### src/rtl/ack_tracker_pkg.sv
package ack_tracker_pkg;

    localparam int ACK_W     = 8;
    localparam int DEF_SLOTS = 4;

    typedef logic signed [ACK_W-1:0] ack_t;

    typedef struct packed {
        logic live;
        ack_t cnt;
        logic pend;
    } slot_state_t;

    typedef struct packed {
        logic ovf;
        ack_t val;
    } sub_res_t;

    // Signed subtraction with one guard bit; overflow when the guard disagrees
    function automatic sub_res_t sub_acks(ack_t cur, ack_t dec);
        logic signed [ACK_W:0] wide;
        sub_res_t r;
        wide  = {cur[ACK_W-1], cur} - {dec[ACK_W-1], dec};
        r.ovf = wide[ACK_W] ^ wide[ACK_W-1];
        r.val = wide[ACK_W-1:0];
        return r;
    endfunction

endpackage

### src/rtl/ack_slot.sv
module ack_slot
    import ack_tracker_pkg::*;
(
    input  logic clk,
    input  logic rst,
    input  logic alloc,
    input  logic dealloc,
    input  logic upd,
    input  ack_t acks,
    input  logic pop,
    output logic pend,
    output logic err_rng,
    output logic err_unal
);

    slot_state_t st;
    sub_res_t    res;
    logic        apply;

    always_comb begin
        res      = sub_acks(st.cnt, acks);
        apply    = upd && !alloc && !dealloc && st.live && !res.ovf;
        err_rng  = upd && !alloc && !dealloc && st.live && res.ovf;
        err_unal = upd && !alloc && !st.live;
    end

    always_ff @(posedge clk) begin
        if (rst) begin
            st <= '0;
        end else if (alloc) begin
            st.live <= 1'b1;
            st.cnt  <= '0;
            st.pend <= 1'b0;
        end else if (dealloc) begin
            st <= '0;
        end else begin
            if (apply) st.cnt <= res.val;
            st.pend <= (st.pend && !pop) || (apply && (res.val == '0));
        end
    end

    assign pend = st.pend;

endmodule

### src/rtl/ack_pick.sv
module ack_pick #(
    parameter int N     = 4,
    parameter int IDX_W = (N > 1) ? $clog2(N) : 1
) (
    input  logic [N-1:0]     req,
    output logic             valid,
    output logic [IDX_W-1:0] idx
);

    always_comb begin
        valid = |req;
        idx   = '0;
        for (int i = N - 1; i >= 0; i--) begin
            if (req[i]) idx = IDX_W'(i);
        end
    end

endmodule

### src/rtl/ack_tracker.sv
module ack_tracker
    import ack_tracker_pkg::*;
#(
    parameter int NUM_SLOTS = DEF_SLOTS,
    localparam int IDX_W    = (NUM_SLOTS > 1) ? $clog2(NUM_SLOTS) : 1
) (
    input  logic             clk,
    input  logic             rst,
    input  logic             alloc_en,
    input  logic [IDX_W-1:0] alloc_slot,
    input  logic             dealloc_en,
    input  logic [IDX_W-1:0] dealloc_slot,
    input  logic             upd_en,
    input  logic [IDX_W-1:0] upd_slot,
    input  logic [ACK_W-1:0] upd_acks,
    output logic             trig_valid,
    output logic [IDX_W-1:0] trig_slot,
    input  logic             trig_ready,
    output logic             err_range,
    output logic             err_unalloc
);

    logic [NUM_SLOTS-1:0] pend_vec;
    logic [NUM_SLOTS-1:0] rng_vec;
    logic [NUM_SLOTS-1:0] unal_vec;
    logic                 pop;

    assign pop = trig_valid && trig_ready;

    for (genvar g = 0; g < NUM_SLOTS; g++) begin : g_slot
        ack_slot u_slot (
            .clk      (clk),
            .rst      (rst),
            .alloc    (alloc_en   && (alloc_slot   == IDX_W'(g))),
            .dealloc  (dealloc_en && (dealloc_slot == IDX_W'(g))),
            .upd      (upd_en     && (upd_slot     == IDX_W'(g))),
            .acks     (ack_t'(upd_acks)),
            .pop      (pop && (trig_slot == IDX_W'(g))),
            .pend     (pend_vec[g]),
            .err_rng  (rng_vec[g]),
            .err_unal (unal_vec[g])
        );
    end

    ack_pick #(.N(NUM_SLOTS), .IDX_W(IDX_W)) u_pick (
        .req   (pend_vec),
        .valid (trig_valid),
        .idx   (trig_slot)
    );

    always_ff @(posedge clk) begin
        if (rst) begin
            err_range   <= 1'b0;
            err_unalloc <= 1'b0;
        end else begin
            err_range   <= |rng_vec;
            err_unalloc <= |unal_vec;
        end
    end

endmodule

### config.mk
export PLATFORM = sky130hd
export DESIGN_NAME = ack_tracker
export DESIGN_NICKNAME = d
export VERILOG_FILES = /design/src/rtl/ack_tracker_pkg.sv /design/src/rtl/ack_slot.sv /design/src/rtl/ack_pick.sv /design/src/rtl/ack_tracker.sv
export SDC_FILE = /design/constraint.sdc
export NUM_CORES = 1
export LEC_CHECK = 0
export ABC_AREA = 1
export BUFFER_PORTS_ARGS = -buffer_cell sky130_fd_sc_hd__buf_2
export CORE_ASPECT_RATIO = 0.5
export CORE_UTILIZATION = 60
export DETAILED_ROUTE_END_ITERATION = 7
export GPL_TIMING_DRIVEN = 0
export PLACE_DENSITY = 0.84
export SLEW_MARGIN = 0
export SYNTH_ARGS = -nofsm -noshare
export SYNTH_HDL_FRONTEND = slang
export SYNTH_HIERARCHICAL = 1
export SYNTH_SLANG_ARGS = --single-unit
### constraint.sdc
create_clock -name clk -period 2.6 [get_ports clk]
set_input_delay 0.13 -clock clk [delete_from_list [all_inputs] [get_ports clk]]
set_output_delay 0.13 -clock clk [all_outputs]
set_load 0.01 [all_outputs]
==> results of run 1 <==
power by group:
part | internal [mW] | switching [mW]
combinational | 0.105 | 0.209
sequential | 0.650 | 0.00304
clock | 0.352 | 0.266
total | 1.11 | 0.478
how the worst min path moves through the flow:
stage	endpoint	cells past startpoint	startpoint
global route	g_slot[0].u_slot/st[9]$_SDFFE_PP0P_	2	rst
CTS	g_slot[3].u_slot/st[9]$_SDFFE_PP0P_	2	rst
floorplan	err_range$_SDFF_PP0_	1	rst
global placement	g_slot[1].u_slot/st[9]$_SDFFE_PP0P_	2	rst
finish	g_slot[3].u_slot/st[9]$_SDFFE_PP0P_	2	rst
detailed placement	g_slot[3].u_slot/st[9]$_SDFFE_PP0P_	2	rst
critical path: cells and delay by family, from the launching register on:
| family | cells | cell delay (ns) |
|---|---|---|
| simple gates | 9 | 0.82 |
| fa+ha+maj | 2 | 0.51 |
| buf+inv | 3 | 0.29 |
| compound gates | 1 | 0.14 |
| flops | 1 | 0.30 |
registers in the layout, indices dropped and copies added, names as in the netlist:
signal and cells:
err_unalloc 1, g_slot.u_slot/st 36, err_range 1, g_slot.u_slot/pend 4
area by class of cell:
cell class,instances,area (µm²)
plain buffers,4,45.0
clock buffers,7,133
fillers,630,2130
inverters,151,567
multi-input cells,526,2800
flip-flops and latches,42,841
well taps,92,115
repair buffers,24,120
cell families (layout without fill, tap and decap cells):
logic type,after synthesis,in the layout,synth area share (%)
flops,42,42,19.8
fa+ha+maj,36,36,11.3
buf+inv,155,186,14.4
simple gates,456,456,49.3
compound gates,34,34,5.24
per-layer routing:
layer | vias to the layer above | routed length (µm) | GRT usage [%]
li1 | 2281 | - | -
met1 | 1899 | 4620 | 32.6
met4 | 0 | 113 | 5.82
met3 | 10 | 326 | 4.17
met5 | - | 0 | 0
met2 | 38 | 4550 | 52.2
metrics by stage:
| stage | hold WS [ns] | instances | worst slack [ns] | utilization (%) |
|---|---|---|---|---|
| final | 0.142 | 846 | 0.413 | 68.4 |
| after floorplan | 0.199 | 723 | 0.675 | - |
| after global routing | 0.167 | 846 | 0.200 | 68.4 |
| after global placement | 0.424 | 839 | 0.493 | 66.4 |
| after detailed placement | 0.439 | 839 | 0.438 | 66.4 |
| after CTS | 0.134 | 846 | 0.411 | 68.4 |
placed cells by master, fill, tap and decap left out:
cell	count
inv_2	5
dfxtp_1	42
ha_1	32
nor3_2	10
nand2_2	28
nand2_1	229
nand4_1	3
nor3_1	18
nor2_2	2
nor2_1	94
or2_1	3
nand3_4	4
nand3b_1	10
a21oi_1	20
fa_1	4
nand3_2	6
nand3_1	42
clkbuf_16	5
inv_1	146
clkbuf_1	2
or2_4	3
or2_2	4
buf_2	24
a21oi_2	14
buf_6	4
==> out/metrics.yaml, run 1 <==
timing:
  tightest_slew_ns: 1.10
  fin_crit_ns: 2.19
  relSlewSlack_pct: 26.0
  rsz0062_at_grt: "false"
  clock.fmax_mhz: 457
  tns_ns: 0
  skew_ns: 0.00456
  report.final.slew_viol_count: 0
  hold_violations: 0
  setup_viol: 0
  finalCritPeriodShare_pct: 84.1
power:
  p_per_area_nw_per_um2: 343
  ir_drop_uv: 219
  power_mw: 1.58
  power_leakage_nw: 2.62
critical_path:
  rrSetupSlack_ns: 0.41
  crit_path_end: "g_slot[1].u_slot/st[6]$_SDFFE_PP0P_"
  worst_r2r_startpoint: "g_slot[1].u_slot/st[1]$_SDFFE_PP0P_"
  worstPathRequired_ns: 2.78
  slowest_delay_ns: 0.38
  path_cells: "inv_1 > ha_1 > inv_1 > fa_1 > nand2_1 > nand2_1 > nand3_2 > nand2_1 > nand2_1 > nand2_1 > nand2_2 > nand3_4 > buf_6 > a21oi_1 > nor2_1"
  critical_path_peak_fanout: 10
  reg2regPathDepth: 15
  worstSetupStartpointType: "flop"
  worst_path_most_repeated_cell: "nand2_1"
  cp_data_arrival_time_ns: 2.37
  cpMaxStageDelayCell: "fa_1"
  r2r-end: "g_slot[1].u_slot/st[6]$_SDFFE_PP0P_"
  crit_start: "g_slot[1].u_slot/st[1]$_SDFFE_PP0P_"
  path_class: "reg -> reg"
  endpoint_kind: "flop"
clock_network:
  clock_latency_ns: 0.29
  post_cts_buffers: 0
  cts_buffer_depth: 2
  clkSinkCount: 42
  tritoncts: "yes"
  clk_pin_slew_ns: 0.06
  cts_inserted_buffers: 5
  cts-resized-gates: 0
  cts_root_buf: "clkbuf_16"
  hold_buffers: 0
  cts.htree.levels: 2
placed_design:
  place_hpwl_um: 7380
  port_buffers: 24
  placed_cell_area_um2: 4490
  gp_congestion: 0.877
logic_synthesis:
  seq_area_frac_synth_pct: 19.8
  ys_seq_elements: 42
  synth_edf_count: 0
  syn_area_per_cell_um2: 5.88
  postSynth.asyncResetShare_pct: 0
  synth_common_cells: "nand2_1, inv_1, nor2_1"
  synth_most_common_cell: "nand2_1"
  synthesis.area_um2: 4250
  syn-num-nets: 779
  synth_cell_types: 22
  ys_top_cells_by_area: "nand2_1, dfxtp_1, inv_1, ha_1, nor2_1"
  synth_top_area_cell: "nand2_1"
  synth_flop_cell: "dfxtp_1"
  ys.warnings.count: 6
  netlist_instances: 723
  post-synth-top-area-fraction_pct: 20.2
die:
  dieArea_um2: 7450
  die_x_um: 121
  core_um2: 6750
  rows: 21
  start_util_pct: 62.9
  io_pins: 25
  chipHeight_um: 61.5
routing:
  routed_wl_um: 9610
  num_vias: 4228
  drt_iter0_drc: 250
  drc: 0
  via_per_inst: 5.00
  firstDrtPassIters: 5
  antenna_left: 0
  wl_per_cell_um: 11.4
finish:
  num_antenna_cells: 0
  final_net_count: 810
  drive_gt1_share_pct: 14.5
  design_area_um2: 4620
  syn_to_final_growth_pct: 8.65
worst_hold_path:
  hp-class: "in -> reg"
global_routing:
  grt_overflow: 0
  grt_pass1_wl_um: 15400
  grt_pass1_vias: 3636
  grt_antenna_before_repair: 0
  grt_usage_pct: 27.0
  grt_max_degree: 12
status:
  status: "finished, final reports clean"
run:
  maxCapViolCount: 0
Power figures use the tool's default switching activity.
==> inputs of run 2 (changes only) <==
- CORE_UTILIZATION: 60 -> 57
- PLACE_DENSITY: 0.84 -> 0.83
- clock period: 2.6 -> 2 ns (I/O delays scaled with it)
==> out/metrics.yaml, run 2 (synthesis gave the netlist of run 1 again) <==
timing:
  rsz0062_at_grt: "true"
  skew_ns: 0.00243
  setup_slack_ns: -0.292
  clock.fmax_mhz: 436
  finalCritPeriodShare_pct: 115
  tns_ns: -3.68
  setup_viol: 35
  hold_violations: 0
  tightest_slew_ns: 1.32
  report.final.slew_viol_count: 0
  fin_crit_ns: 2.29
  relSlewSlack_pct: 11.2
clock_network:
  clock_latency_ns: 0.30
  cts.htree.levels: 2
  tritoncts: "yes"
  cts_inserted_buffers: 5
  clk_pin_slew_ns: 0.06
  cts_buffer_depth: 2
  hold_buffers: 0
  cts_root_buf: "clkbuf_16"
  clkSinkCount: 42
power:
  power_mw: 2.29
  p_per_area_nw_per_um2: 412
  ir_drop_uv: 324
  power_leakage_nw: 2.89
die:
  die_x_um: 124
  rows: 21
  dieArea_um2: 7830
  start_util_pct: 61.3
  io_pins: 25
  core_um2: 6940
  chipHeight_um: 63.1
critical_path:
  cp_data_arrival_time_ns: 2.53
  cp_top_family: "simple AND/OR/NAND/NOR gates"
  crit_start: "g_slot[3].u_slot/st[1]$_SDFFE_PP0P_"
  worstPathRequired_ns: 2.23
  worstSetupStartpointType: "flop"
  endpoint_kind: "flop"
  rrSetupSlack_ns: -0.29
  critical_path_peak_fanout: 3
  path_cells: "inv_2 > ha_4 > inv_2 > fa_2 > nand2_2 > nand2_2 > buf_4 > buf_4 > nand3b_1 > nand3b_1 > nand2_1 > nand2_1 > nor2_1 > nand3_1 > a21oi_1"
  cpMaxStageDelayCell: "fa_2"
  path_class: "reg -> reg"
  worst-path-buf-inv: 4
  slowest_delay_ns: 0.39
  worst_r2r_startpoint: "g_slot[3].u_slot/st[1]$_SDFFE_PP0P_"
finish:
  top_register: "g_slot.u_slot/st"
  top_regs: "g_slot.u_slot/st x36, g_slot.u_slot/pend x4"
  fillers: 418
  final_util_pct: 80.3
  drive_gt1_share_pct: 32.3
  final_common_cell: "nand2_1"
  final_cell_mix: "nand2_1, inv_1, nor2_1, nand2_2, dfxtp_1"
  largest_reg_flops: 36
  syn_to_final_growth_pct: 31.0
  final_net_count: 853
  num_antenna_cells: 0
  design_area_um2: 5570
global_routing:
  grt_pass1_vias: 4658
  grt_pass1_wl_um: 20600
  grt_max_degree: 13
  grt_overflow: 0
  grt_usage_pct: 33.8
  grt_antenna_before_repair: 0
status:
  violations: "setup timing"
  status: "complete, but fails checks"
placed_design:
  gp_congestion: 0.876
  placed_cell_area_um2: 4490
  port_buffers: 24
  place_hpwl_um: 7640
routing:
  wl_per_cell_um: 16.3
  antenna_left: 0
  firstDrtPassIters: 6
  drt_iter0_drc: 533
  via_per_inst: 5.64
  num_vias: 5021
  drc: 0
  routed_wl_um: 14500
run:
  maxCapViolCount: 0
worst_hold_path:
  hp-class: "in -> reg"
  min_from: "rst"
run 2: cell count changes in the layout (fill, tap and decap cells not counted), sizes merged:
cell and change:
buf +43, clkinv +1
run 2: where the power goes:
part	switching [mW]	internal [mW]
Sequential	0.00546	0.844
Clock	0.385	0.497
Combinational	0.362	0.199
run 2: worst reg2reg max path: stages, from the launching register on:
cell      delay, ns
dfxtp_2        0.32
inv_2          0.07
ha_4           0.13
inv_2          0.05
fa_2           0.39
nand2_2        0.08
nand2_2        0.07
buf_4          0.14
buf_4          0.14
nand3b_1       0.13
nand3b_1       0.14
nand2_1        0.10
nand2_1        0.09
nor2_1         0.16
nand3_1        0.09
a21oi_1        0.14
run 2: per-layer routing:
metal	global-route usage, %	share of wire (%)	up-vias	wire length, µm
li1	-	-	2363	-
met3	6.25	9.1	83	1320
met5	0	0	-	0
met4	17.0	5.3	0	768
met1	39.0	38	2286	5500
met2	59.6	48	289	6890
run 2: cell type report:
class / count / area [µm²] / share of cell area (%)
multi-input combinational: 526 / 3280 / 58.8
sequential: 42 / 843 / 15.1
inverter: 151 / 569 / 10.2
timing repair buffer: 67 / 557 / 10.0
clock buffer: 7 / 143 / 2.56
tap: 92 / 115 / 2.07
buffer: 4 / 60.1 / 1.08
clock inverter: 1 / 5.00 / 0.0899
run 2: final timing paths:
path,cells after the start,end
setup reg to reg,15,g_slot[3].u_slot/pend$_SDFF_PP0_
hold / removal,2,g_slot[1].u_slot/st[9]$_SDFFE_PP0P_
hold reg to reg,2,g_slot[2].u_slot/pend$_SDFF_PP0_
setup / recovery,15,g_slot[3].u_slot/pend$_SDFF_PP0_
run 2: through the flow:
| stage | cells | worst slack (ns) | hold WS (ns) |
|---|---|---|---|
| after CTS | 884 | -0.0826 | 0.0948 |
| final | 890 | -0.292 | 0.0955 |
| after detailed placement | 839 | -0.188 | 0.407 |
| after global routing | 890 | -0.471 | 0.111 |
| after floorplan | 723 | 0.0749 | 0.169 |
| after global placement | 839 | -0.128 | 0.407 |
run 2: timing repair:
item / in CTS / in global routing
setup endpoints to repair: 37 / 37
setup buffers: 35 / 6
endpoints found under the hold margin: 0 / 0
gates resized for setup: 93 / 59
gates cloned: 4 / 0
pin swaps: 66 / 47
==> inputs of run 3 (changes only) <==
- PLACE_DENSITY: 0.83 -> default
- PLACE_DENSITY_LB_ADDON: default -> 0.05
==> out/metrics.yaml, run 3 (synthesis gave the netlist of run 1 again) <==
finish:
  final_net_count: 843
  drive_gt1_share_pct: 31.1
  design_area_um2: 5560
  largest_reg_flops: 36
  num_antenna_cells: 0
  final_util_pct: 80.2
  final_common_cell: "nand2_1"
  top_regs: "g_slot.u_slot/st x36, g_slot.u_slot/pend x4"
  final_cell_mix: "nand2_1, inv_1, nor2_1, nand2_2, nand3_1"
  layout.cells.non_filler: 880
  syn_to_final_growth_pct: 30.8
  top_register: "g_slot.u_slot/st"
die:
  die_x_um: 124
  dieArea_um2: 7830
  core_um2: 6940
  chipHeight_um: 63.1
  rows: 21
  io_pins: 25
  start_util_pct: 61.3
routing:
  num_vias: 4472
  antenna_left: 0
  routed_wl_um: 11500
  via_per_inst: 5.08
  firstDrtPassIters: 5
  wl_per_cell_um: 13.1
  drc: 0
  drt_iter0_drc: 195
timing:
  relSlewSlack_pct: 16.3
  holdWs_ns: 0.118
  hold_violations: 0
  setup_viol: 8
  setup_slack_ns: -0.0285
  rsz0062_at_grt: "true"
  skew_ns: 0.00422
  finalCritPeriodShare_pct: 101
  fin_crit_ns: 2.03
  tns_ns: -0.0949
  clock.fmax_mhz: 493
  report.final.slew_viol_count: 0
  tightest_slew_ns: 1.25
placed_design:
  post-place-cells: 839
  placed_cell_area_um2: 4490
  gp_congestion: 0.842
  port_buffers: 24
  post-place-ws_ns: -0.169
  place_hpwl_um: 7600
worst_hold_path:
  hp-class: "in -> reg"
power:
  power_leakage_nw: 2.90
  p_per_area_nw_per_um2: 449
  clkPwrFrac_pct: 44.6
  power_frac_comb_pct: 21.4
  ir_drop_uv: 657
  p_int_mw: 1.80
  sw_frac_of_total_pct: 28.1
  seqPwrFrac_pct: 34.0
  switchingPower_mw: 0.702
  power_mw: 2.50
critical_path:
  cp_top_family: "simple AND/OR/NAND/NOR gates"
  path_class: "reg -> reg"
  worst_path_most_repeated_cell: "nand2_2"
  worst-path-buf-inv: 3
  path_cells: "inv_2 > ha_4 > inv_2 > fa_2 > nand2_2 > nand2_4 > nand3_4 > nand2_4 > nand2_2 > nand2_2 > nand2_2 > nand3_4 > buf_8 > a21oi_1 > nor2_1"
  critical_path_peak_fanout: 5
  slowest_delay_ns: 0.34
  endpoint_kind: "flop"
  worstSetupStartpointType: "flop"
  cpMaxStageDelayCell: "fa_2"
  worstPathRequired_ns: 2.19
  rrSetupSlack_ns: -0.03
  cp_data_arrival_time_ns: 2.21
clock_network:
  clk_pin_slew_ns: 0.06
  clock_latency_ns: 0.29
  cts_inserted_buffers: 5
  tritoncts: "yes"
  cts_buffer_depth: 2
  clkSinkCount: 42
  cts.htree.levels: 2
  cts_root_buf: "clkbuf_16"
  hold_buffers: 0
run:
  maxCapViolCount: 0
global_routing:
  grt_max_degree: 14
  grt_pass1_wl_um: 18600
  grt_antenna_before_repair: 0
  grt_pass1_vias: 4291
  grt_overflow: 0
  grt_usage_pct: 30.2
status:
  violations: "setup timing"
  status: "complete, but fails checks"
==> run 3: path summary, 6_finish.rpt <==
path                                                          start                             endpoint  cells after the start
worst max-delay path            g_slot[3].u_slot/st[1]$_SDFFE_PP0P_  g_slot[3].u_slot/st[6]$_SDFFE_PP0P_                     15
worst min-delay path                                            rst  g_slot[0].u_slot/st[9]$_SDFFE_PP0P_                      2
worst max register to register  g_slot[3].u_slot/st[1]$_SDFFE_PP0P_  g_slot[3].u_slot/st[6]$_SDFFE_PP0P_                     15
worst min register to register     g_slot[1].u_slot/pend$_SDFF_PP0_     g_slot[1].u_slot/pend$_SDFF_PP0_                      2
==> run 3: what timing repair did <==
item / CTS / global route
pin swaps: 64 / 48
gates cloned: 4 / 0
endpoints found under the setup margin: 37 / 37
buffers inserted: 21 / 9
resized for setup: 83 / 74
==> run 3: worst register-to-register path: stages, from the launching register on <==
cell	delay (ns)
dfxtp_2	0.32
inv_2	0.06
ha_4	0.12
inv_2	0.04
fa_2	0.34
nand2_2	0.10
nand2_4	0.07
nand3_4	0.10
nand2_4	0.07
nand2_2	0.07
nand2_2	0.06
nand2_2	0.08
nand3_4	0.12
buf_8	0.17
a21oi_1	0.13
nor2_1	0.07
==> run 3: cell type report <==
class                           instances  area (µm²)
Tap cell                               92         115
Timing Repair Buffer                   57         458
Multi-Input combinational cell        526        3320
Buffer                                  4        56.3
Clock buffer                            6         139
Clock inverter                          2        60.1
Fill cell                             512        1380
Inverter                              151         567
Sequential cell                        42         847
==> run 3: power groups by stage <==
stage,registers [mW],clock network [mW],logic [mW]
floorplan,0.867,0,0.297
global placement,0.867,0,0.395
detailed placement,0.867,0,0.403
CTS,0.848,1.13,0.464
global route,0.849,1.17,0.592
finish,0.849,1.11,0.534
==> run 3: layer usage <==
metal	GRT usage, %	vias up	wire length, µm
met2	55.2	95	5610
met3	4.89	25	485
met1	36.7	2027	5220
met5	0	-	0
met4	6.99	0	239
li1	-	2325	-
